[src/rtl/exc_pkg.sv]
// Shared field positions and selectors for the exception status and cause unit.
// Assumes a five-level interrupt field at bits 15:11 and a 4-bit code at bits 5:2.
package exc_pkg;
    localparam int IE_CUR    = 0;
    localparam int KU_CUR    = 1;
    localparam int STACK_W   = 6;
    localparam int LVL_LSB   = 11;
    localparam int NUM_LVL   = 5;
    localparam int CODE_LSB  = 2;
    localparam int CODE_W    = 4;
    localparam logic [CODE_W-1:0] CODE_IRQ = '0;

    typedef enum logic [1:0] {
        SEL_STATUS = 2'd0,
        SEL_CAUSE  = 2'd1,
        SEL_EPC    = 2'd2,
        SEL_NONE   = 2'd3
    } csr_sel_e;
endpackage

[src/rtl/exc_irq_gate.sv]
// Samples the interrupt lines into pending flops, one per level, and raises a
// request when interrupts are enabled and a pending level is unmasked.
// Assumes devices hold their line until software services them.
module exc_irq_gate #(
    parameter int NUM_LVL = 5
) (
    input  logic               clk,
    input  logic               rst_n,
    input  logic [NUM_LVL-1:0] lines_i,
    input  logic [NUM_LVL-1:0] mask_i,
    input  logic               ie_i,
    output logic [NUM_LVL-1:0] pend_o,
    output logic               irq_req_o
);
    logic [NUM_LVL-1:0] pend_q;

    for (genvar g = 0; g < NUM_LVL; g++) begin : g_lvl
        // Pending flop for one level: copy of its line at the last edge.
        always_ff @(posedge clk) begin
            if (!rst_n) pend_q[g] <= 1'b0;
            else        pend_q[g] <= lines_i[g];
        end
    end

    // Request only when enabled and at least one pending level is unmasked.
    always_comb irq_req_o = ie_i & (|(pend_q & mask_i));

    assign pend_o = pend_q;

    p_pend_follow_r5: assert property (@(posedge clk) disable iff (!rst_n)
        1'b1 |=> pend_o == $past(lines_i));
endmodule

[src/rtl/exc_mode_stack.sv]
// Status register: three-pair enable/mode stack in bits 5:0 and the level mask
// in bits 15:11. Exception entry pushes, return pops, kernel writes load.
// Assumes take has priority over return, and return over write.
module exc_mode_stack #(
    parameter int W       = 32,
    parameter int NUM_LVL = 5,
    parameter int LVL_LSB = 11
) (
    input  logic         clk,
    input  logic         rst_n,
    input  logic         take_i,
    input  logic         rfe_i,
    input  logic         wr_i,
    input  logic [W-1:0] wdata_i,
    output logic [W-1:0] status_o
);
    import exc_pkg::*;

    localparam logic [W-1:0] LVL_ONES  = {{(W-NUM_LVL){1'b0}}, {NUM_LVL{1'b1}}};
    localparam logic [W-1:0] STACK_ONES = {{(W-STACK_W){1'b0}}, {STACK_W{1'b1}}};
    localparam logic [W-1:0] WR_MASK   = (LVL_ONES << LVL_LSB) | STACK_ONES;

    logic [W-1:0] st_q;
    logic [W-1:0] st_d;
    logic         in_user;

    assign in_user = st_q[KU_CUR];

    // Next status: push on entry, pop on return, load on a kernel write.
    always_comb begin
        st_d = st_q;
        if (take_i) begin
            st_d[STACK_W-1:2] = st_q[STACK_W-3:0];
            st_d[1:0]         = 2'b00;
        end else if (rfe_i) begin
            st_d[STACK_W-3:0] = st_q[STACK_W-1:2];
        end else if (wr_i && !in_user) begin
            st_d = wdata_i & WR_MASK;
        end
    end

    // Status register update.
    always_ff @(posedge clk) begin
        if (!rst_n) st_q <= '0;
        else        st_q <= st_d;
    end

    assign status_o = st_q;

    p_push_r3: assert property (@(posedge clk) disable iff (!rst_n)
        take_i |=> (status_o[5:2] == $past(status_o[3:0])) && (status_o[1:0] == 2'b00));
    p_pop_r4: assert property (@(posedge clk) disable iff (!rst_n)
        (rfe_i && !take_i) |=> (status_o[3:0] == $past(status_o[5:2]))
                             && (status_o[5:4] == $past(status_o[5:4])));
    p_user_locked_r8: assert property (@(posedge clk) disable iff (!rst_n)
        (wr_i && status_o[KU_CUR] && !take_i && !rfe_i) |=> $stable(status_o));
    p_take_wins_r10: assert property (@(posedge clk) disable iff (!rst_n)
        take_i |=> status_o[W-1:STACK_W] == $past(status_o[W-1:STACK_W]));
endmodule

[src/rtl/exc_capture.sv]
// Records the reason code and instruction address when an exception is taken.
// A fault strobe outranks an interrupt taken in the same cycle.
module exc_capture #(
    parameter int ADDR_W = 32,
    parameter int CODE_W = 4
) (
    input  logic              clk,
    input  logic              rst_n,
    input  logic              take_i,
    input  logic              sync_i,
    input  logic [CODE_W-1:0] sync_code_i,
    input  logic [ADDR_W-1:0] pc_i,
    output logic [CODE_W-1:0] code_o,
    output logic [ADDR_W-1:0] epc_o
);
    import exc_pkg::*;

    logic [CODE_W-1:0] code_q;
    logic [ADDR_W-1:0] epc_q;
    logic [CODE_W-1:0] code_sel;

    // Reason selection: the fault code first, the interrupt code otherwise.
    always_comb code_sel = sync_i ? sync_code_i : CODE_W'(CODE_IRQ);

    // Capture registers, loaded only on a taken exception.
    always_ff @(posedge clk) begin
        if (!rst_n) begin
            code_q <= '0;
            epc_q  <= '0;
        end else if (take_i) begin
            code_q <= code_sel;
            epc_q  <= pc_i;
        end
    end

    assign code_o = code_q;
    assign epc_o  = epc_q;

    p_epc_capture_r2: assert property (@(posedge clk) disable iff (!rst_n)
        take_i |=> epc_o == $past(pc_i));
    p_fault_first_r7: assert property (@(posedge clk) disable iff (!rst_n)
        sync_i |=> code_o == $past(sync_code_i));
    p_hold_r9: assert property (@(posedge clk) disable iff (!rst_n)
        !take_i |=> $stable(code_o) && $stable(epc_o));
endmodule

[src/rtl/exc_ctrl_unit.sv]
// Exception status and cause unit: decides exception entry, keeps the
// enable/mode stack, pending levels, reason code and return address, and
// serves software reads and kernel-only status writes.
// Assumes one fault strobe per cycle and level-held interrupt lines.
module exc_ctrl_unit #(
    parameter int          ADDR_W  = 32,
    parameter logic [31:0] VECTOR  = 32'h8000_0080
) (
    input  logic                        clk,
    input  logic                        rst_n,
    input  logic                        sync_exc_i,
    input  logic [exc_pkg::CODE_W-1:0]  sync_code_i,
    input  logic [exc_pkg::NUM_LVL-1:0] irq_lines_i,
    input  logic [ADDR_W-1:0]           inst_pc_i,
    input  logic                        rfe_i,
    input  logic                        csr_wr_i,
    input  logic [1:0]                  csr_sel_i,
    input  logic [31:0]                 csr_wdata_i,
    output logic [31:0]                 csr_rdata_o,
    output logic                        take_exc_o,
    output logic [ADDR_W-1:0]           handler_pc_o,
    output logic                        kernel_mode_o,
    output logic [31:0]                 status_o,
    output logic [31:0]                 cause_o,
    output logic [ADDR_W-1:0]           epc_o
);
    import exc_pkg::*;

    logic [31:0]         status_w;
    logic [NUM_LVL-1:0]  pend_w;
    logic                irq_req_w;
    logic [CODE_W-1:0]   code_w;
    logic                take_w;
    logic                st_wr_w;

    // Entry decision: any fault, or a qualifying interrupt.
    always_comb take_w = sync_exc_i | irq_req_w;

    // Software write aimed at the status register.
    always_comb st_wr_w = csr_wr_i && (csr_sel_e'(csr_sel_i) == SEL_STATUS);

    exc_irq_gate #(.NUM_LVL(NUM_LVL)) u_irq (
        .clk      (clk),
        .rst_n    (rst_n),
        .lines_i  (irq_lines_i),
        .mask_i   (status_w[LVL_LSB +: NUM_LVL]),
        .ie_i     (status_w[IE_CUR]),
        .pend_o   (pend_w),
        .irq_req_o(irq_req_w)
    );

    exc_mode_stack #(.W(32), .NUM_LVL(NUM_LVL), .LVL_LSB(LVL_LSB)) u_stack (
        .clk     (clk),
        .rst_n   (rst_n),
        .take_i  (take_w),
        .rfe_i   (rfe_i),
        .wr_i    (st_wr_w),
        .wdata_i (csr_wdata_i),
        .status_o(status_w)
    );

    exc_capture #(.ADDR_W(ADDR_W), .CODE_W(CODE_W)) u_cap (
        .clk        (clk),
        .rst_n      (rst_n),
        .take_i     (take_w),
        .sync_i     (sync_exc_i),
        .sync_code_i(sync_code_i),
        .pc_i       (inst_pc_i),
        .code_o     (code_w),
        .epc_o      (epc_o)
    );

    // Cause word assembly: pending levels and the last reason code.
    always_comb begin
        cause_o = '0;
        cause_o[LVL_LSB +: NUM_LVL] = pend_w;
        cause_o[CODE_LSB +: CODE_W] = code_w;
    end

    // Software read mux.
    always_comb begin
        unique case (csr_sel_e'(csr_sel_i))
            SEL_STATUS: csr_rdata_o = status_w;
            SEL_CAUSE:  csr_rdata_o = cause_o;
            SEL_EPC:    csr_rdata_o = 32'(epc_o);
            default:    csr_rdata_o = '0;
        endcase
    end

    assign take_exc_o    = take_w;
    assign handler_pc_o  = ADDR_W'(VECTOR);
    assign kernel_mode_o = ~status_w[KU_CUR];
    assign status_o      = status_w;

    p_irq_gated_r6: assert property (@(posedge clk) disable iff (!rst_n)
        (!sync_exc_i && !status_o[IE_CUR]) |-> !take_exc_o);
    p_fault_takes_r2: assert property (@(posedge clk) disable iff (!rst_n)
        sync_exc_i |-> take_exc_o);
    p_entry_kernel_r3: assert property (@(posedge clk) disable iff (!rst_n)
        take_exc_o |=> kernel_mode_o && !status_o[IE_CUR]);
endmodule

[config.mk]
export PLATFORM = sky130hd
export DESIGN_NAME = exc_ctrl_unit
export DESIGN_NICKNAME = d
export VERILOG_FILES = /design/src/rtl/exc_pkg.sv /design/src/rtl/exc_irq_gate.sv /design/src/rtl/exc_mode_stack.sv /design/src/rtl/exc_capture.sv /design/src/rtl/exc_ctrl_unit.sv
export SDC_FILE = /design/constraint.sdc
export NUM_CORES = 1
export LEC_CHECK = 0
export BUFFER_PORTS_ARGS = -buffer_cell sky130_fd_sc_hd__buf_2
export CORE_MARGIN = 5
export CORE_UTILIZATION = 42
export DETAILED_ROUTE_END_ITERATION = 10
export HOLD_SLACK_MARGIN = 0.08
export PLACE_DENSITY = 0.86
export SLEW_MARGIN = 25
export SYNTH_ARGS = -nofsm -noshare
export SYNTH_HDL_FRONTEND = slang
export SYNTH_SLANG_ARGS = --single-unit
[constraint.sdc]
create_clock -name clk -period 2.1 [get_ports clk]
set_input_delay 0 -clock clk [delete_from_list [all_inputs] [get_ports clk]]
set_output_delay 0 -clock clk [all_outputs]
set_load 0.05 [all_outputs]
==> results.ini <==
[sta]
slew_violations=0
max_slew_margin=0.6244
setup_violations=0
fin_skew_ns=0.01071
finalCritPeriodShare=0.9552
clock.fmax_ghz=0.4985
finalHoldViolations=0
rsz0062_at_grt=no
finalCriticalPeriod_ns=2.006
worst_slack_ns=0.09409
fin_setup_tns_ns=0
worst_slew_pin_slew_ns=0.5628

[floorplanning]
die-area_um2=8674
core_area_um2=6756
start_util=0.4296
pin_count=242
die_y_um=93.14
die_w_um=93.14
rows=30

[power]
ir_drop_v=0.0003297
leakage_nw=2.067
power.density_nw_per_um2=687.1

[global_routing]
grt_antenna_before_repair=0
grt_use_total=0.1962
grt_max_degree=35
grt_pass1_wl_um=13520
grt_pass1_vias=2768
grt_overflow=0

[worst_setup_path]
end_kind=flip-flop
arrival_ns=2.21
slowest_stage=dlygate4sd3_1
cp_max_fo=6
r2r_cells=5
worst_setup_path_start_kind=flip-flop
rrSetupSlack_ns=0.09
crit_chain=nor4b_4 > mux2_2 > mux2i_1 > dlygate4sd3_1 > nor2_1
critPathBufInv=1
slowest_delay_ns=0.58
crit_type=reg -> reg
worstReg2RegEnd=u_stack.status_o[0]
required_ns=2.30
critical_path.endpoint=u_stack.status_o[0]
reg2reg_from=u_stack.status_o[1]
crit_cells=5
cpLargestDelayFamily=buffers and inverters
crit_start=u_stack.status_o[1]

[synthesis]
synth-seq-cells=52
synthCells=362
netlist_area_um2=2903
syn_area_per_cell_um2=8.019
ys_seq_area_frac=0.3586
yosys_warnings=0
ys_types=29

[layout]
layout_common_cells=144 x buf_2, 86 x nand2_1, 76 x conb_1
fin_nets=625
num_antenna_cells=0
layout-drive-gt1-share=0.3077
n_fill_cell=589
area_growth_pct=37.37
final_common_cell=buf_2

[clocking]
h-tree-depth=2
cts.clk_slew.worst_paths_ns=0.10
clockBufferDepth=2
root_buffer=clkbuf_8
clock_latency_ns=0.30
cts-buffers-inserted=5
tritoncts=yes
cts_num_sinks=52

[route]
drc=0
antenna_left=0
vias=2841
drt_iter0_markers=125
viasPerCell=4.538
wire_per_inst_um=14.32
routed_wirelength_um=8964
drtPass1Iterations=4

[worst_hold_path]
hp-class=in -> reg

[placed_design]
port_buffers=144
gp_congestion=0.8309
dpl_worst_slack_ns=0.3297
place_hpwl_um=6082

[job]
drv_cap=0

[outcome]
outcome=completed

-- power by group --
part           internal [mW]  switching (mW)  total [mW]
logic                  0.212           0.710       0.923
registers               1.03          0.0404        1.07
clock network          0.421           0.322       0.742
-- sequential cells by signal, indices dropped and copies added, names as in the netlist --
register	flops
u_cap.code_o	4
u_cap.epc_o	32
u_irq.pend_o	5
u_stack.status_o	11
-- worst register-to-register path: stages (launching register included) --
cell,delay [ns]
dfxtp_2,0.37
nor4b_4,0.39
mux2_2,0.38
mux2i_1,0.14
dlygate4sd3_1,0.59
nor2_1,0.05
-- stage by stage --
stage	hold slack, ns	power (mW)	utilization	instances	area [um2]
detailed placement	0.2081	1.936	0.4957	567	3349
finish	0.08555	2.740	0.5902	626	3988
global route	0.1029	2.858	0.5902	626	3988
global placement	0.2066	1.924	0.4957	567	3349
CTS	0.08227	2.746	0.5885	625	3976
floorplan	0.1273	1.887	-	436	3181
-- metal layers --
layer  vias up  global-route usage  share of wire
li1       1373                   -              -
met1      1289              0.2128           0.36
met2       164              0.3725           0.53
met3        15             0.05068           0.10
met4         0             0.05495          0.017
met5         -                   0              0
-- cell usage after synthesis --
library cell | instances | area, um2
nor4b_4 | 1 | 23.77
buf_4 | 84 | 630.6
buf_2 | 2 | 10.01
buf_8 | 1 | 15.01
o21ai_0 | 11 | 55.05
and2_1 | 26 | 162.7
a32o_1 | 1 | 10.01
a22oi_1 | 4 | 30.03
a221oi_1 | 1 | 8.760
mux2_2 | 2 | 22.52
conb_1 | 2 | 7.510
clkbuf_1 | 10 | 37.54
mux2i_1 | 21 | 210.2
nor2_1 | 11 | 41.29
a21o_1 | 1 | 7.510
buf_6 | 1 | 11.26
nand2_1 | 86 | 322.8
dfxtp_1 | 52 | 1041
a222oi_1 | 1 | 10.01
a211oi_1 | 1 | 7.510
nor2b_1 | 2 | 12.51
inv_1 | 2 | 7.510
inv_2 | 1 | 3.750
nor3_1 | 1 | 5.000
a211oi_2 | 2 | 25.02
and2b_4 | 1 | 10.01
nand3_1 | 1 | 5.000
a21oi_1 | 32 | 160.2
and2_4 | 1 | 8.760
-- how the worst min path moves through the flow --
| stage | from | slack (ns) | end | cells past startpoint |
|---|---|---|---|---|
| 2_1_floorplan | irq_lines_i[0] | 0.13 | u_irq.pend_o[0] | 1 |
| 3_3_place_gp | irq_lines_i[3] | 0.21 | u_irq.pend_o[3] | 2 |
| 3_5_place_dp | irq_lines_i[0] | 0.21 | u_irq.pend_o[0] | 2 |
| 4_1_cts | rst_n | 0.08 | u_stack.status_o[15] | 3 |
| 5_1_grt | csr_wdata_i[4] | 0.10 | u_stack.status_o[4] | 3 |
| 6_report | csr_wdata_i[4] | 0.09 | u_stack.status_o[4] | 3 |
-- area by class of cell --
type	instances	area, um2	share of cell area
Clock buffer	7	96.34	0.02416
Multi-Input combinational cell	283	1426	0.3577
Timing Repair Buffer	200	1279	0.3207
Inverter	3	13.76	0.003452
Sequential cell	52	1042	0.2614
Tap cell	80	100.1	0.02510
Clock inverter	1	30.03	0.007531
-- logic make-up (layout without fill, tap and decap cells) --
group | after synthesis | count (layout) | synth area share
simple gates | 130 | 130 | 0.2039
flops | 52 | 52 | 0.3586
compound gates | 54 | 54 | 0.1082
mux | 23 | 23 | 0.08017
other cells | 2 | 76 | 0.002587
buf+inv | 101 | 211 | 0.2465
-- timing repair --
action / in CTS / in global routing
hold buffers: 50 / 0
resized for setup: 0 / 3
endpoints found under the hold margin: 49 / 0
endpoints found under the setup margin: 0 / 2
setup buffers: 0 / 1
Note: power is estimated with default switching activity, not from simulation.
